`config.mk`:
```
export PLATFORM = sky130hd
export DESIGN_NAME = sio_cfg_port
export DESIGN_NICKNAME = d
export VERILOG_FILES = /design/src/rtl/sio_cfg_pkg.sv /design/src/rtl/sio_port_decode.sv /design/src/rtl/sio_key_seq.sv /design/src/rtl/sio_global_regs.sv /design/src/rtl/sio_cfg_port.sv
export SDC_FILE = /design/constraint.sdc
export NUM_CORES = 1
export LEC_CHECK = 0
export ABC_AREA = 1
export BUFFER_PORTS_ARGS = -buffer_cell sky130_fd_sc_hd__buf_2
export CAP_MARGIN = 15
export CORE_ASPECT_RATIO = 2
export CORE_MARGIN = 2
export CORE_UTILIZATION = 49
export CTS_CLUSTER_SIZE = 10
export DETAILED_ROUTE_END_ITERATION = 6
export PLACE_DENSITY = 0.85
export SLEW_MARGIN = 20
export SYNTH_ARGS = -nofsm -noshare
export SYNTH_HDL_FRONTEND = slang
export SYNTH_SLANG_ARGS = --single-unit
```
`constraint.sdc`:
```
create_clock -name clk -period 2.88 [get_ports clk]
set_input_delay 0.432 -clock clk [delete_from_list [all_inputs] [get_ports clk]]
set_output_delay 0.432 -clock clk [all_outputs]
set_load 0.1 [all_outputs]
```
`src/rtl/sio_cfg_pkg.sv`:
```
package sio_cfg_pkg;

  typedef enum logic [1:0] {
    KS_LOCKED = 2'd0,
    KS_HALF   = 2'd1,
    KS_OPEN   = 2'd2
  } key_state_e;

  // True when an index addresses the global (unbanked) register range.
  function automatic logic idx_is_global(input logic [7:0] idx, input logic [7:0] limit);
    return idx < limit;
  endfunction

  // Select one byte of the chip identifier.
  function automatic logic [7:0] id_byte(input logic [15:0] id, input logic low_half);
    return low_half ? id[7:0] : id[15:8];
  endfunction

  // Port address for a given base and port offset (0 = index, 1 = data).
  function automatic logic [15:0] port_addr(input logic [15:0] base, input int unsigned offs);
    return base + 16'(offs);
  endfunction

endpackage

```
`src/rtl/sio_port_decode.sv`:
```
module sio_port_decode #(
  parameter int          ADDR_W   = 16,
  parameter logic [15:0] BASE_PRI = 16'h002E,
  parameter logic [15:0] BASE_ALT = 16'h004E
) (
  input  logic              strap_alt,
  input  logic [ADDR_W-1:0] io_addr,
  input  logic              io_wr,
  input  logic              io_rd,
  output logic              idx_wr,
  output logic              idx_rd,
  output logic              dat_wr,
  output logic              dat_rd
);
  import sio_cfg_pkg::*;

  localparam int NPORT = 2;

  logic [15:0]      base_sel;
  logic [NPORT-1:0] port_hit;

  assign base_sel = strap_alt ? BASE_ALT : BASE_PRI;

  for (genvar g = 0; g < NPORT; g++) begin : g_port
    assign port_hit[g] = (io_addr == ADDR_W'(port_addr(base_sel, g)));
  end

  assign idx_wr = io_wr & port_hit[0];
  assign idx_rd = io_rd & port_hit[0];
  assign dat_wr = io_wr & port_hit[1];
  assign dat_rd = io_rd & port_hit[1];

endmodule

```
`src/rtl/sio_key_seq.sv`:
```
module sio_key_seq #(
  parameter logic [7:0] KEY_ENTER = 8'h87,
  parameter logic [7:0] KEY_EXIT  = 8'hAA
) (
  input  logic       clk,
  input  logic       rst_n,
  input  logic       idx_wr,
  input  logic [7:0] wdata,
  output logic       open,
  output logic       idx_load
);
  import sio_cfg_pkg::*;

  key_state_e state_q, state_d;

  // Named events for the checks below.
  logic ev_enter_byte;
  logic ev_exit_byte;
  logic ev_break;

  assign ev_enter_byte = idx_wr && (wdata == KEY_ENTER);
  assign ev_exit_byte  = idx_wr && (wdata == KEY_EXIT);
  assign ev_break      = idx_wr && (wdata != KEY_ENTER);

  always_comb begin
    state_d = state_q;
    unique case (state_q)
      KS_LOCKED: if (ev_enter_byte) state_d = KS_HALF;
      KS_HALF:   if (ev_enter_byte) state_d = KS_OPEN;
                 else if (ev_break) state_d = KS_LOCKED;
      KS_OPEN:   if (ev_exit_byte)  state_d = KS_LOCKED;
      default:   state_d = KS_LOCKED;
    endcase
  end

  always_ff @(posedge clk) begin
    if (!rst_n) state_q <= KS_LOCKED;
    else        state_q <= state_d;
  end

  assign open     = (state_q == KS_OPEN);
  assign idx_load = open && idx_wr && !ev_exit_byte;

  AST_ENTRY_TWO_KEYS: assert property (@(posedge clk) disable iff (!rst_n)
    $rose(open) |-> $past(ev_enter_byte && state_q == KS_HALF));

  AST_BROKEN_SEQ: assert property (@(posedge clk) disable iff (!rst_n)
    (state_q == KS_HALF && ev_break) |=> (state_q == KS_LOCKED));

  AST_EXIT_KEY: assert property (@(posedge clk) disable iff (!rst_n)
    (open && ev_exit_byte) |=> !open);

endmodule

```
`src/rtl/sio_global_regs.sv`:
```
module sio_global_regs #(
  parameter logic [15:0] CHIP_ID   = 16'h1061,
  parameter logic [7:0]  LDN_IDX   = 8'h07,
  parameter logic [7:0]  ID_HI_IDX = 8'h20
) (
  input  logic       clk,
  input  logic       rst_n,
  input  logic       open,
  input  logic       idx_load,
  input  logic       dat_wr,
  input  logic [7:0] wdata,
  output logic [7:0] index_q,
  output logic [7:0] ldn_q,
  output logic [7:0] glob_rdata
);
  import sio_cfg_pkg::*;

  localparam logic [7:0] ID_LO_IDX = ID_HI_IDX + 8'd1;

  logic ldn_we;
  assign ldn_we = open && dat_wr && (index_q == LDN_IDX);

  always_ff @(posedge clk) begin
    if (!rst_n) begin
      index_q <= '0;
      ldn_q   <= '0;
    end else begin
      if (idx_load) index_q <= wdata;
      if (ldn_we)   ldn_q   <= wdata;
    end
  end

  always_comb begin
    if (index_q == LDN_IDX)        glob_rdata = ldn_q;
    else if (index_q == ID_HI_IDX) glob_rdata = id_byte(CHIP_ID, 1'b0);
    else if (index_q == ID_LO_IDX) glob_rdata = id_byte(CHIP_ID, 1'b1);
    else                           glob_rdata = 8'h00;
  end

  AST_LDN_HOLD: assert property (@(posedge clk) disable iff (!rst_n)
    !ldn_we |=> $stable(ldn_q));

endmodule

```
`src/rtl/sio_cfg_port.sv`:
```
module sio_cfg_port #(
  parameter int          ADDR_W     = 16,
  parameter logic [15:0] BASE_PRI   = 16'h002E,
  parameter logic [15:0] BASE_ALT   = 16'h004E,
  parameter logic [7:0]  KEY_ENTER  = 8'h87,
  parameter logic [7:0]  KEY_EXIT   = 8'hAA,
  parameter logic [15:0] CHIP_ID    = 16'h1061,
  parameter logic [7:0]  LDN_IDX    = 8'h07,
  parameter logic [7:0]  ID_HI_IDX  = 8'h20,
  parameter logic [7:0]  BANK_START = 8'h30
) (
  input  logic              clk,
  input  logic              rst_n,
  input  logic              strap_alt,
  input  logic [ADDR_W-1:0] io_addr,
  input  logic              io_wr,
  input  logic              io_rd,
  input  logic [7:0]        io_wdata,
  output logic [7:0]        io_rdata,
  output logic              cfg_active,
  output logic              dev_wr,
  output logic              dev_rd,
  output logic [7:0]        dev_num,
  output logic [7:0]        dev_idx,
  output logic [7:0]        dev_wdata,
  input  logic [7:0]        dev_rdata
);
  import sio_cfg_pkg::*;

  localparam logic [7:0] IDLE_BYTE = 8'hFF;

  logic       idx_wr, idx_rd, dat_wr, dat_rd;
  logic       open, idx_load;
  logic [7:0] index_q, ldn_q, glob_rdata;
  logic       sel_global;

  sio_port_decode #(
    .ADDR_W(ADDR_W), .BASE_PRI(BASE_PRI), .BASE_ALT(BASE_ALT)
  ) u_dec (
    .strap_alt(strap_alt), .io_addr(io_addr), .io_wr(io_wr), .io_rd(io_rd),
    .idx_wr(idx_wr), .idx_rd(idx_rd), .dat_wr(dat_wr), .dat_rd(dat_rd)
  );

  sio_key_seq #(
    .KEY_ENTER(KEY_ENTER), .KEY_EXIT(KEY_EXIT)
  ) u_key (
    .clk(clk), .rst_n(rst_n), .idx_wr(idx_wr), .wdata(io_wdata),
    .open(open), .idx_load(idx_load)
  );

  sio_global_regs #(
    .CHIP_ID(CHIP_ID), .LDN_IDX(LDN_IDX), .ID_HI_IDX(ID_HI_IDX)
  ) u_glob (
    .clk(clk), .rst_n(rst_n), .open(open), .idx_load(idx_load),
    .dat_wr(dat_wr), .wdata(io_wdata), .index_q(index_q), .ldn_q(ldn_q),
    .glob_rdata(glob_rdata)
  );

  assign sel_global = idx_is_global(index_q, BANK_START);

  assign cfg_active = open;
  assign dev_wr     = open && dat_wr && !sel_global;
  assign dev_rd     = open && dat_rd && !sel_global;
  assign dev_num    = ldn_q;
  assign dev_idx    = index_q;
  assign dev_wdata  = io_wdata;

  always_comb begin
    io_rdata = IDLE_BYTE;
    if (open) begin
      if (idx_rd)      io_rdata = index_q;
      else if (dat_rd) io_rdata = sel_global ? glob_rdata : dev_rdata;
    end
  end

  AST_LOCKED_READ_FF: assert property (@(posedge clk) disable iff (!rst_n)
    (dat_rd && !cfg_active) |-> (io_rdata == 8'hFF));

  AST_NO_DEV_LOCKED: assert property (@(posedge clk) disable iff (!rst_n)
    !cfg_active |-> !(dev_wr || dev_rd));

  AST_GLOBAL_NOT_FWD: assert property (@(posedge clk) disable iff (!rst_n)
    (dat_wr && index_q < BANK_START) |-> !dev_wr);

  AST_ID_HIGH: assert property (@(posedge clk) disable iff (!rst_n)
    (cfg_active && dat_rd && index_q == ID_HI_IDX) |-> (io_rdata == CHIP_ID[15:8]));

endmodule

```
==> impl_metrics.csv, run 1 <==
group,metric,value,unit
routing,dr.pass1.iters,4,
clock_tree,hold_buffers,0,
worst_setup_path,crit_top_cell,"o21ai_0",
sta,drv_slew,0,
die,start_util,0.514,
cells_and_area,drive_gt1_frac,0.308,
routing,drt_iter0_markers,30,
sta,worst_pin_slew,0.500,ns
sta,max_freq,0.401,GHz
pwr,powerDensity,309,nW/um2
place,dpl.hpwl,2860,um
worst_setup_path,crit_arrival,2.06,ns
logic_synthesis,syn_nets,283,
logic_synthesis,synth_ff_type,"dfxtp_1",
logic_synthesis,synth_most_common_cell,"nand2_1",
routing,dr_wl_met3,169,um
routing,wl_met2,1810,um
die,fp.dieArea,3380,um2
worst_setup_path,path_cells,"nor2_2, inv_1, nor3_2, nand2_2, o21ai_0, o21ai_0, nand3_1, buf_2",
global_route,grt_pass1_vias,1418,
place,portBuffers,71,
worst_setup_path,cpPeakStageDelay,0.43,ns
place,place_ws,0.481,ns
clock_tree,cts_buffer_depth,2,
clock_tree,root_buffer,"clkbuf_8",
clock_tree,post_cts_buffers,0,
sta,fin_ws,0.385,ns
clock_tree,cts_tree,"built",
logic_synthesis,ys_top_cells_by_count,"69 x nand2_1, 53 x nor2_1, 39 x inv_1",
sta,rsz0062_at_grt,"false",
die,fp-row-count,27,
logic_synthesis,syn_avg_cell_area,5.79,um2
worst_setup_path,critical_path_buf_inv_count,2,
flow_run,max_cap_viol_count,0,
die,ios,72,
worst_setup_path,worst-path-max-fanout,8,
die,die_y,80.3,um
routing,ant_nets,0,
worst_setup_path,r2r_slack,1.46,ns
sta,post-route-min-period,2.49,ns
hold_path,hold_depth,3,
routing,drt_wl_total,3430,um
pwr,ir_drop,0.000287,V
cells_and_area,finalNetCount,346,
hold_path,hp-start,"io_wdata[6]",
logic_synthesis,ys_seq_area_frac,0.253,
place,placed_cell_area,1730,um2
logic_synthesis,synth_edf_count,0,
logic_synthesis,synth.cell_area,1430,um2
worst_setup_path,rr_endpoint,"u_glob.ldn_q[2]$_SDFFE_PN0P_",
cells_and_area,antennaDiodeCount,0,
global_route,grt_pass1_wl,5730,um
sta,fin_crit_sh,0.866,
global_route,grt-ovfl-total,0,
clock_tree,clk_latency,0.25,ns
logic_synthesis,async_flop_share,0,
routing,drc,0,
sta,skew,0.000808,ns
cells_and_area,syn2layout_area_growth,25.2,%
worst_setup_path,rr_startpoint,"u_glob.index_q[7]$_SDFFE_PN0P_",
logic_synthesis,ys_types,19,
clock_tree,postCtsResizedCells,0,
die,core_area,2770,um2
logic_synthesis,synth_top_area_cell,"dfxtp_1",
routing,m1WireLength,1330,um
global_route,grt_start_max_net_pins,19,
hold_path,hold_class,"in2reg",
cells_and_area,final_area,1780,um2
logic_synthesis,ys_ff_latch,18,
logic_synthesis,synth.area.top_cells,"dfxtp_1 25%, nand2_1 18%, nor2_1 14%",
clock_tree,h-tree-depth,1,
global_route,antenna_found_initial,0,
clock_tree,path_clk_slew,0.07,ns
place,gp_congestion,0.853,
worst_setup_path,start_kind,"flop",
logic_synthesis,synth.top_cell.area_share,0.253,
worst_setup_path,worst_ep_required_time,2.45,ns
worst_setup_path,ff2ff_path_depth,7,
logic_synthesis,synth_cells,246,
worst_setup_path,cp_top_family,"simple AND/OR/NAND/NOR gates",
status,status,"finished, final reports clean",
routing,vias,1599,
worst_setup_path,crit_path_end_kind,"primary output",
clock_tree,clkSinkCount,18,
clock_tree,cts_made_buffers,3,
logic_synthesis,yosysWarningCount,0,
die,dieWidth,42.1,um
pwr,leakage,0.992,nW
worst_setup_path,critPathKind,"reg2out",
sta,setup_viol,0,
sta,final_hold_viol_count,0,
routing,drt-vias-per-instance,4.74,
routing,top_layer,"met4",
hold_path,whs_endpoint,"u_glob.ldn_q[6]$_SDFFE_PN0P_",
worst_setup_path,cp_slowest_cell,"buf_2",
sta,max_slew_margin,0.669,
global_route,track_usage,0.214,
routing,wl_per_cell,10.2,um
-- cell type report --
type	count	area (um2)
Timing Repair Buffer	72	363
Fill cell	279	986
Inverter	39	146
Clock buffer	4	55.1
Multi-Input combinational cell	175	821
Tap cell	29	36.3
Sequential cell	18	363
-- cells in the final DEF, fill, tap and decap left out --
cell type,synthesis,routed
nand2_2,5,5
dfxtp_1,18,16
nand3_1,15,15
dfxtp_2,0,2
nor2_4,3,3
buf_2,2,71
clkbuf_8,0,4
nor4_4,0,1
nand4_1,1,1
o21ai_0,15,15
nand2_1,69,69
nor2_1,53,52
o21ai_2,1,1
o21ai_1,2,2
nor2_2,1,2
nand4_4,2,2
buf_4,8,1
nor3_2,3,3
nor3_1,4,4
inv_1,39,39
-- power breakdown --
part	internal (mW)	switching, mW	total (mW)
clock network	0.122	0.0848	0.206
registers	0.249	0.00000000202	0.249
logic	0.0253	0.0708	0.0961
-- worst min-delay path: cells and delay by family --
kind	cells	cell delay (ns)
AND/OR/NAND/NOR	2	0.13
buffers and inverters	1	0.11
-- through the flow --
step | setup TNS (ns) | util | total power [mW] | std cells | hold slack [ns]
after floorplan | -0.225 | - | 0.322 | 246 | 0.532
after global placement | 0 | 0.624 | 0.350 | 333 | 0.526
after detailed placement | 0 | 0.624 | 0.351 | 333 | 0.531
after CTS | 0 | 0.644 | 0.558 | 337 | 0.443
after global routing | 0 | 0.644 | 0.571 | 337 | 0.456
final | 0 | 0.644 | 0.551 | 337 | 0.447
-- per-layer routing --
layer / up-vias / track usage
met5: - / 0
met4: 0 / 0.153
met3: 11 / 0.0202
met2: 49 / 0.388
met1: 678 / 0.222
li1: 861 / -
-- logic make-up (layout without fill, tap and decap cells) --
| family | count (synthesis) | after routing | synth area share |
|---|---|---|---|
| AND/OR/NAND/NOR | 157 | 157 | 0.498 |
| AO/OA/AOI/OAI | 18 | 18 | 0.0658 |
| flip-flops | 18 | 18 | 0.253 |
| buffers and inverters | 53 | 115 | 0.183 |
-- how the worst max path moves through the flow --
stage | startpoint | endpoint | slack [ns] | depth (start not counted)
after floorplan | u_glob.index_q[4]$_SDFFE_PN0P_ | dev_rd | -0.22 | 4
after global placement | io_addr[15] | io_rdata[7] | 0.51 | 11
after detailed placement | io_addr[15] | io_rdata[7] | 0.48 | 11
after CTS | u_glob.index_q[7]$_SDFFE_PN0P_ | io_rdata[7] | 0.36 | 8
after global routing | u_glob.index_q[7]$_SDFFE_PN0P_ | io_rdata[5] | 0.17 | 10
final | u_glob.index_q[7]$_SDFFE_PN0P_ | io_rdata[7] | 0.39 | 8
-- registers in the layout (all words and copies together), names as in the netlist --
register	count
u_glob.ldn_q	8
u_glob.index_q	8
u_key.state_q	2
No activity file was read; power rests on OpenSTA's default activity.
==> run 2: changes to the inputs <==
Settings changed: MAX_ROUTING_LAYER set to met4.
Clock period 2.88 ns to 3.1 ns, I/O delays scaled along.
==> impl_metrics.csv, run 2 (synthesized netlist as in run 1, its figures left out) <==
group,metric,value,unit
cells_and_area,final_common_cell,"buf_2",
worst_setup_path,path_cells,"nor2_2, inv_1, nor3_2, nand2_2, o21ai_0, inv_1, nand3_1, nand2_1, nand2_1, buf_2",
sta,rsz0062_at_grt,"false",
sta,skew,0.00325,ns
clock_tree,path_clk_slew,0.07,ns
place,gp_congestion,0.886,
clock_tree,postCtsResizedCells,0,
sta,fin_crit_sh,0.808,
place,dpl.hpwl,2800,um
cells_and_area,reg_top3,"u_glob.index_q x8, u_glob.ldn_q x8, u_key.state_q x2",
cells_and_area,final_cell_mix,"71 x buf_2, 69 x nand2_1, 52 x nor2_1, 39 x inv_1, 18 x dfxtp_1",
worst_setup_path,crit_arrival,2.04,ns
clock_tree,root_buffer,"clkbuf_8",
global_route,grt_pass1_vias,1361,
routing,drt_wl_total,3440,um
clock_tree,clk_latency,0.25,ns
cells_and_area,antennaDiodeCount,0,
cells_and_area,syn2layout_area_growth,25.0,%
worst_setup_path,start_kind,"flop",
sta,final_hold_viol_count,0,
worst_setup_path,worst_ep_required_time,2.63,ns
sta,post-route-min-period,2.50,ns
routing,drt-vias-per-instance,4.76,
cells_and_area,drive_gt1_frac,0.302,
sta,max_freq,0.399,GHz
worst_setup_path,cp_slowest_cell,"buf_2",
place,portBuffers,71,
cells_and_area,finalNetCount,346,
clock_tree,hold_buffers,0,
worst_setup_path,rr_endpoint,"u_glob.ldn_q[0]$_SDFFE_PN0P_",
global_route,grt-ovfl-total,0,
pwr,ir_drop,0.000343,V
cells_and_area,final_util,0.643,
hold_path,hp-start,"io_wdata[7]",
routing,dr.pass1.iters,4,
pwr,leakage,0.991,nW
routing,ant_nets,0,
worst_setup_path,r2r_slack,1.68,ns
cells_and_area,instances_no_fill,337,
die,start_util,0.514,
hold_path,hold_depth,3,
sta,fin_ws,0.596,ns
routing,drc,0,
sta,worst_pin_slew,0.491,ns
clock_tree,cts_buffer_depth,2,
cells_and_area,final_area,1780,um2
clock_tree,post_cts_buffers,0,
worst_setup_path,worst-path-max-fanout,8,
worst_setup_path,ff2ff_path_depth,6,
global_route,grt_start_max_net_pins,19,
die,dieWidth,42.1,um
worst_setup_path,cpPeakStageDelay,0.41,ns
flow_run,max_cap_viol_count,0,
global_route,track_usage,0.218,
pwr,powerDensity,288,nW/um2
routing,wl_per_cell,10.2,um
place,placed_cell_area,1730,um2
clock_tree,cts_made_buffers,3,
sta,max_slew_margin,0.675,
die,ios,72,
routing,vias,1605,
routing,drt_iter0_markers,27,
worst_setup_path,critPathKind,"reg2out",
die,fp-row-count,27,
clock_tree,cts_tree,"built",
worst_setup_path,rr_startpoint,"u_glob.index_q[7]$_SDFFE_PN0P_",
place,place_ws,0.611,ns
sta,drv_slew,0,
hold_path,hold_class,"in2reg",
global_route,antenna_found_initial,0,
clock_tree,clkSinkCount,18,
global_route,grt_pass1_wl,5650,um
worst_setup_path,crit_path_end_kind,"primary output",
place,dp_cells,333,
sta,setup_viol,0,
hold_path,whs_endpoint,"u_glob.ldn_q[7]$_SDFFE_PN0P_",
status,status,"finished, final reports clean",
die,core_area,2770,um2
clock_tree,h-tree-depth,1,
die,fp.dieArea,3380,um2
die,die_y,80.3,um
==> run 2: cell counts in the layout (fill, tap and decap cells not counted) <==
No cell type changed its count.
==> run 2: how the worst max path moves through the flow <==
stage | start | to | slack, ns
finish | u_glob.index_q[7]$_SDFFE_PN0P_ | io_rdata[5] | 0.60
detailed placement | io_addr[13] | io_rdata[7] | 0.61
global placement | io_addr[13] | io_rdata[7] | 0.66
CTS | u_glob.index_q[7]$_SDFFE_PN0P_ | io_rdata[5] | 0.57
floorplan | u_glob.index_q[4]$_SDFFE_PN0P_ | dev_rd | -0.04
global route | u_glob.index_q[7]$_SDFFE_PN0P_ | io_rdata[5] | 0.41
==> run 2: metrics by stage <==
step	TNS [ns]	hold WS [ns]	total power, mW
finish	0	0.480	0.513
detailed placement	0	0.525	0.326
global placement	0	0.526	0.325
global route	0	0.499	0.530
CTS	0	0.477	0.516
floorplan	-0.0378	0.532	0.299
==> run 2: area by class of cell <==
type / count / area (um2)
repair buffers: 72 / 363
multi-input cells: 175 / 821
flip-flops and latches: 18 / 360
well taps: 29 / 36.3
clock buffers: 4 / 55.1
inverters: 39 / 146
fillers: 283 / 988
==> run 2: layer usage <==
| metal | vias to the layer above | GRT usage | share of wire |
|---|---|---|---|
| li1 | 864 | - | - |
| met2 | 47 | 0.413 | 0.53 |
| met3 | 6 | 0.0202 | 0.049 |
| met1 | 688 | 0.221 | 0.40 |
| met4 | 0 | 0.100 | 0.018 |
| met5 | - | - | 0 |
==> run 2: critical path: cells and delay by family, from the launching register on <==
family	cells	cell delay (ns)
buf+inv	3	0.54
compound gates	1	0.18
flops	1	0.34
simple gates	6	0.72
==> run 2: where the power goes <==
group          internal, mW  switching [mW]  total [mW]
sequential            0.231   0.00000000179       0.231
combinational        0.0235          0.0660      0.0895
clock                 0.113          0.0797       0.193
total                 0.367           0.146       0.513
